`config.mk`:
```
export PLATFORM = sky130hd
export DESIGN_NAME = chain_fifo_node
export DESIGN_NICKNAME = d
export VERILOG_FILES = /design/src/rtl/chain_fifo_pkg.sv /design/src/rtl/chain_fifo_mode.sv /design/src/rtl/chain_fifo_token.sv /design/src/rtl/chain_fifo_store.sv /design/src/rtl/chain_fifo_node.sv
export SDC_FILE = /design/constraint.sdc
export NUM_CORES = 2
export LEC_CHECK = 0
export BUFFER_PORTS_ARGS = -buffer_cell sky130_fd_sc_hd__buf_2
export CORE_UTILIZATION = 57
export DETAILED_ROUTE_END_ITERATION = 10
export PLACE_DENSITY_LB_ADDON = 0.25
export SETUP_SLACK_MARGIN = 0.4
export SLEW_MARGIN = 25
export SYNTH_ARGS = -nofsm -noshare
export SYNTH_HDL_FRONTEND = slang
export SYNTH_MEMORY_MAX_BITS = 65536
export SYNTH_SLANG_ARGS = --single-unit
```
`constraint.sdc`:
```
create_clock -name clk -period 3.9 [get_ports clk]
set_clock_uncertainty 0.1 [all_clocks]
set_input_delay 0.195 -clock clk [delete_from_list [all_inputs] [get_ports clk]]
set_output_delay 0.195 -clock clk [all_outputs]
set_load 0.02 [all_outputs]
```
`src/rtl/chain_fifo_pkg.sv`:
```
package chain_fifo_pkg;

    typedef enum logic {
        MODE_SOLO  = 1'b0,
        MODE_CHAIN = 1'b1
    } node_mode_e;

    // index of each token in the per-token arrays
    localparam int TOK_WR = 0;
    localparam int TOK_RD = 1;
    localparam int TOK_N  = 2;

    typedef struct packed {
        logic wr;
        logic rd;
    } side_t;

    function automatic node_mode_e decode_mode(logic wr_in_n, logic rd_in_n);
        return (wr_in_n && rd_in_n) ? MODE_CHAIN : MODE_SOLO;
    endfunction

    function automatic int unsigned ptr_step(int unsigned p, int unsigned depth);
        return (p == depth - 1) ? 0 : p + 1;
    endfunction

endpackage

```
`src/rtl/chain_fifo_mode.sv`:
```
module chain_fifo_mode
    import chain_fifo_pkg::*;
(
    input  logic       clk,
    input  logic       rst,
    input  logic       wr_xi_n,
    input  logic       rd_xi_n,
    output node_mode_e mode
);
    node_mode_e mode_q;

    // sampled on every reset cycle, frozen afterwards
    always_ff @(posedge clk) begin
        if (rst) begin
            mode_q <= decode_mode(wr_xi_n, rd_xi_n);
        end
    end

    assign mode = mode_q;
endmodule

```
`src/rtl/chain_fifo_token.sv`:
```
module chain_fifo_token (
    input  logic clk,
    input  logic rst,
    input  logic own_at_reset,
    input  logic chained,
    input  logic take_n,
    input  logic pass,
    output logic own,
    output logic give_n
);
    logic own_q;

    always_ff @(posedge clk) begin
        if (rst) begin
            own_q <= own_at_reset;
        end else if (!chained) begin
            own_q <= 1'b1;
        end else if (!take_n) begin
            own_q <= 1'b1;
        end else if (pass) begin
            own_q <= 1'b0;
        end
    end

    assign own    = own_q;
    assign give_n = !(chained && pass);
endmodule

```
`src/rtl/chain_fifo_store.sv`:
```
module chain_fifo_store
    import chain_fifo_pkg::*;
#(
    parameter int W     = 18,
    parameter int DEPTH = 256,
    localparam int AW   = (DEPTH > 1) ? $clog2(DEPTH) : 1,
    localparam int CW   = $clog2(DEPTH + 1)
) (
    input  logic          clk,
    input  logic          rst,
    input  side_t         go,
    input  logic [W-1:0]  wr_data,
    output logic [W-1:0]  rd_data,
    output logic          rd_fire,
    output logic [CW-1:0] level,
    output side_t         at_last
);
    logic [W-1:0]  mem [DEPTH];
    logic [AW-1:0] wptr, rptr;
    logic [CW-1:0] level_q;
    logic [W-1:0]  rd_data_q;
    logic          fire_q;

    always_ff @(posedge clk) begin
        if (go.wr) begin
            mem[wptr] <= wr_data;
        end
    end

    always_ff @(posedge clk) begin
        if (rst) begin
            wptr      <= '0;
            rptr      <= '0;
            level_q   <= '0;
            rd_data_q <= '0;
            fire_q    <= 1'b0;
        end else begin
            fire_q <= go.rd;
            if (go.wr) begin
                wptr <= AW'(ptr_step(32'(wptr), DEPTH));
            end
            if (go.rd) begin
                rd_data_q <= mem[rptr];
                rptr      <= AW'(ptr_step(32'(rptr), DEPTH));
            end
            case ({go.wr, go.rd})
                2'b10:   level_q <= level_q + 1'b1;
                2'b01:   level_q <= level_q - 1'b1;
                default: level_q <= level_q;
            endcase
        end
    end

    assign at_last.wr = (32'(wptr) == DEPTH - 1);
    assign at_last.rd = (32'(rptr) == DEPTH - 1);
    assign level      = level_q;
    assign rd_data    = rd_data_q;
    assign rd_fire    = fire_q;
endmodule

```
`src/rtl/chain_fifo_node.sv`:
```
module chain_fifo_node
    import chain_fifo_pkg::*;
#(
    parameter int W     = 18,
    parameter int DEPTH = 256
) (
    input  logic         clk,
    input  logic         rst,
    input  logic         head_n,
    input  logic         wr_xi_n,
    input  logic         rd_xi_n,
    output logic         wr_xo_n,
    output logic         rd_xo_n,
    input  logic         wr_en,
    input  logic [W-1:0] wr_data,
    input  logic         rd_en,
    output logic [W-1:0] rd_data,
    output logic         rd_fire,
    output logic         full,
    output logic         empty
);
    localparam int CW = $clog2(DEPTH + 1);
    localparam logic [CW-1:0] LVL_FULL = CW'(DEPTH);
    localparam logic [CW-1:0] LVL_HALF = CW'(DEPTH / 2);

    node_mode_e    mode;
    logic          chained;
    logic          own_at_reset;
    logic [CW-1:0] level;
    side_t         go, at_last;
    logic [TOK_N-1:0] own, pass, take_n, give_n;
    logic          half;

    chain_fifo_mode u_mode (
        .clk     (clk),
        .rst     (rst),
        .wr_xi_n (wr_xi_n),
        .rd_xi_n (rd_xi_n),
        .mode    (mode)
    );

    assign chained      = (mode == MODE_CHAIN);
    assign own_at_reset = !head_n || (decode_mode(wr_xi_n, rd_xi_n) == MODE_SOLO);

    assign full  = (level == LVL_FULL);
    assign empty = (level == '0);
    assign half  = (level >= LVL_HALF);

    assign go.wr = wr_en && own[TOK_WR] && !full  && !rst;
    assign go.rd = rd_en && own[TOK_RD] && !empty && !rst;

    assign pass[TOK_WR]   = go.wr && at_last.wr;
    assign pass[TOK_RD]   = go.rd && at_last.rd;
    assign take_n[TOK_WR] = wr_xi_n;
    assign take_n[TOK_RD] = rd_xi_n;

    for (genvar gi = 0; gi < TOK_N; gi++) begin : g_tok
        chain_fifo_token u_tok (
            .clk          (clk),
            .rst          (rst),
            .own_at_reset (own_at_reset),
            .chained      (chained),
            .take_n       (take_n[gi]),
            .pass         (pass[gi]),
            .own          (own[gi]),
            .give_n       (give_n[gi])
        );
    end

    chain_fifo_store #(.W(W), .DEPTH(DEPTH)) u_store (
        .clk     (clk),
        .rst     (rst),
        .go      (go),
        .wr_data (wr_data),
        .rd_data (rd_data),
        .rd_fire (rd_fire),
        .level   (level),
        .at_last (at_last)
    );

    assign wr_xo_n = chained ? give_n[TOK_WR] : !half;
    assign rd_xo_n = chained ? give_n[TOK_RD] : 1'b1;
endmodule

```
==> results.yml <==
synthesis:
  synth.distinct_cells: 60
  synth_area_leader_cell: "edfxtp_1"
  synth_nets: 8073
  seq_area_frac_synth_pct: 78.4
  syn_area_per_cell_um2: 22.1
  yosys_warnings: 0
  synth_edf_count: 4611
  synth_top_area_share_pct: 77.9
  synthTopCellsByArea: "edfxtp_1, mux4_2, mux2i_1"
  ys_ff_latch: 4655
  ys_async_sr_fraction_pct: 0
  ys.flop_type: "edfxtp_1"
  synthCells: 8034
  synth_area_um2: 178000
sta:
  fmax_mhz: 286
  slew_viol_final: 0
  slew_headroom_pct: 18.7
  finalSetupTns_ns: 0
  setup_viol: 0
  rsz0062_at_grt: "yes"
  post-route-min-period_ns: 3.49
  timing.hold.ws_ns: 0.0926
  hold_viol_final: 0
  fin_crit_sh_pct: 89.6
  tightestPinTransition_ns: 1.22
clocking:
  cts_tree: "yes"
  htree_levels: 5
  clk_latency_ns: 0.96
  clock_path_buffers: 4
  cts_root_buf: "clkbuf_16"
  cts.reportedPaths.clkPinSlew_ns: 0.06
  cts.sinks: 4655
  numCtsBuffers: 450
grt:
  grt_pass1_vias: 88100
  grt_pass1_wl_mm: 646
  grt_max_degree: 142
  antenna_found_initial: 22
  overflow: 0
  grt_usage_pct: 28.9
run:
  maxCapViolations: 0
route:
  drc: 0
  drtIter0Drc: 13000
  routed_wl_mm: 455
  drt.antenna.violating_nets: 0
  viasPerCell: 6.68
  vias: 89000
  first_pass_iters: 6
  wl_per_cell_um: 34.1
setup_path:
  worstReg2RegEnd: "u_store.rd_data[15]"
  arrival_ns: 4.32
  critPathSlowestCell: "dfxtp_4"
  max_stage_delay_ns: 0.65
  rr_worst_depth: 9
  cp_max_fo: 18
  cp_cell_sequence: "buf_4, nand2b_4, buf_4, a211oi_1, buf_4, nor3_1, nand4_1, nand2_1, a211o_1"
  reg2reg_slack_ns: 0.41
  critPathRequiredTime_ns: 4.73
  end_kind: "register"
  cp-start-kind: "register"
  r2r_start: "u_store.rptr[2]"
  critPathKind: "reg -> reg"
  critPathMostFrequentCell: "buf_4"
die:
  die_h_um: 560
  rows: 204
  core_um2: 310000
  dieArea_um2: 314000
  start_util_pct: 57.4
  ios: 48
  die_w_um: 560
hold_path:
  hp-start: "rd_xi_n"
  min_to: "g_tok[1].u_tok.own"
  min_path_type: "in -> reg"
  min_delay_path_depth: 3
run_status:
  outcome: "finished clean"
power_and_ir_drop:
  vdd_ir_drop_max_uv: 411
  p_leak_nw: 61.8
  power.density_nw_per_um2: 501
layout:
  drive_above_1_share_pct: 28.8
  fin_util_pct: 65.6
  syn_to_final_growth_pct: 14.2
  final_nets: 8853
placement:
  io_buffers: 47
  dp_hpwl_mm: 271
  gp_routability_congestion: 0.861
[synth_stat cells, types with 35 or more instances]
master / n
a211oi_1: 35
mux2i_1: 390
nor3_1: 121
mux4_2: 1053
buf_4: 79
nand4_1: 42
nand2_1: 64
a22oi_1: 213
nor4_1: 49
dfxtp_1: 44
o21ai_0: 44
nor2_1: 365
buf_1: 38
nor2b_1: 48
buf_2: 101
clkbuf_1: 215
o22ai_1: 178
edfxtp_1: 4611
nand3_1: 129
[how the worst max path moves through the flow]
stage                      from                   to  cells past startpoint  slack, ns
3_3_place_gp    u_store.rptr[1]   u_store.rd_data[3]                      7      -0.16
5_1_grt         u_store.rptr[0]  u_store.rd_data[14]                      8       0.35
6_report        u_store.rptr[2]  u_store.rd_data[15]                      9       0.41
2_1_floorplan  u_store.level[3]     u_store.level[8]                     15       0.46
4_1_cts         u_store.rptr[0]  u_store.rd_data[11]                      8       0.40
3_5_place_dp    u_store.rptr[1]   u_store.rd_data[3]                      9      -0.08
[metrics by stage]
| step | instances | total power [mW] | worst slack, ns | cell area, um^2 |
|---|---|---|---|---|
| 4_1_cts | 13300 | 102 | 0.396 | 203000 |
| 6_report | 13300 | 102 | 0.405 | 203000 |
| 3_3_place_gp | 12400 | 60.6 | -0.164 | 188000 |
| 5_1_grt | 13300 | 104 | 0.347 | 203000 |
| 3_5_place_dp | 12400 | 60.8 | -0.0799 | 188000 |
| 2_1_floorplan | 8034 | 58.9 | 0.459 | 178000 |
[cells by family after synthesis]
| kind of cell | after synthesis | share of synthesized area, % |
|---|---|---|
| buf+inv | 481 | 1.40 |
| xor+xnor | 12 | 0.0591 |
| fa+ha+maj | 14 | 0.103 |
| flops | 4655 | 78.4 |
| simple gates | 852 | 2.23 |
| compound gates | 576 | 2.28 |
| mux | 1444 | 15.5 |
[cell type report]
class                           count  area, um^2
Inverter                           13        48.8
Sequential cell                  4655      139000
Fill cell                       19300      107000
Multi-Input combinational cell   2899       36700
Antenna cell                       15        37.5
Clock buffer                      554       11900
Clock inverter                    272        2280
Tap cell                         4120        5150
Timing Repair Buffer              795        7610
[sequential cells by signal, indices dropped and copies added (netlist names)]
register,flops
u_store.mem,4608
g_tok.u_tok.own,2
u_store.level,9
u_store.rd_fire,1
u_store.rd_data,18
u_mode.mode,1
u_store.wptr,8
u_store.rptr,8
[power breakdown]
group | internal (mW) | switching (mW) | leakage, nW | total (mW)
Combinational | 1.99 | 2.67 | 13.1 | 4.66
Clock | 23.6 | 18.3 | 6.94 | 41.9
Sequential | 55.0 | 0.0825 | 41.8 | 55.1
[timing repair]
action,CTS,global route
endpoints found under the hold margin,2550,0
hold buffers,27,0
gates cloned,3,0
gates resized for setup,23,16
pin swaps,4,3
setup buffers,13,2
endpoints found under the setup margin,19,10
[worst max-delay path: cells and delay by family (launching register included)]
family | cells | cell delay [ns]
DFF | 1 | 0.65
buffers and inverters | 3 | 0.90
AOI/OAI and AO/OA | 2 | 0.24
and+or+nand+nor | 4 | 1.53
[layer usage]
layer  GRT usage (%)  vias up  part of all wire [%]  routed length, um
li1                -    35600                     -                  -
met1            42.1    47100                    38             173000
met2            44.1     5513                    47             213000
met3            6.17      749                    11              51200
met4            10.2       10                   3.7              17000
met5               0        -                 0.020                 93
[placed cells by master, fill, tap and decap left out, types with 14 or more instances in the layout]
| cell | instances |
|---|---|
| edfxtp_1 | 4611 |
| mux4_2 | 1053 |
| buf_4 | 600 |
| clkbuf_16 | 458 |
| mux2i_1 | 390 |
| nor2_1 | 231 |
| a22oi_1 | 212 |
| o22ai_1 | 177 |
| nor2_2 | 130 |
| nor3_1 | 118 |
| clkinv_1 | 113 |
| nand3_1 | 111 |
| buf_12 | 107 |
| clkinv_2 | 96 |
| clkbuf_1 | 93 |
| nand2_1 | 62 |
| nor2b_1 | 44 |
| o21ai_0 | 43 |
| nand4_1 | 42 |
| dfxtp_1 | 40 |
| nor4_1 | 39 |
| a211oi_1 | 34 |
| bufinv_16 | 31 |
| buf_2 | 29 |
| dlygate4sd3_1 | 27 |
| a21oi_1 | 20 |
| a211o_1 | 18 |
| nand3_2 | 17 |
| buf_8 | 17 |
| o41ai_1 | 16 |
| diode_2 | 15 |
| o2111ai_1 | 14 |
Note: power is estimated with default switching activity, not from simulation.
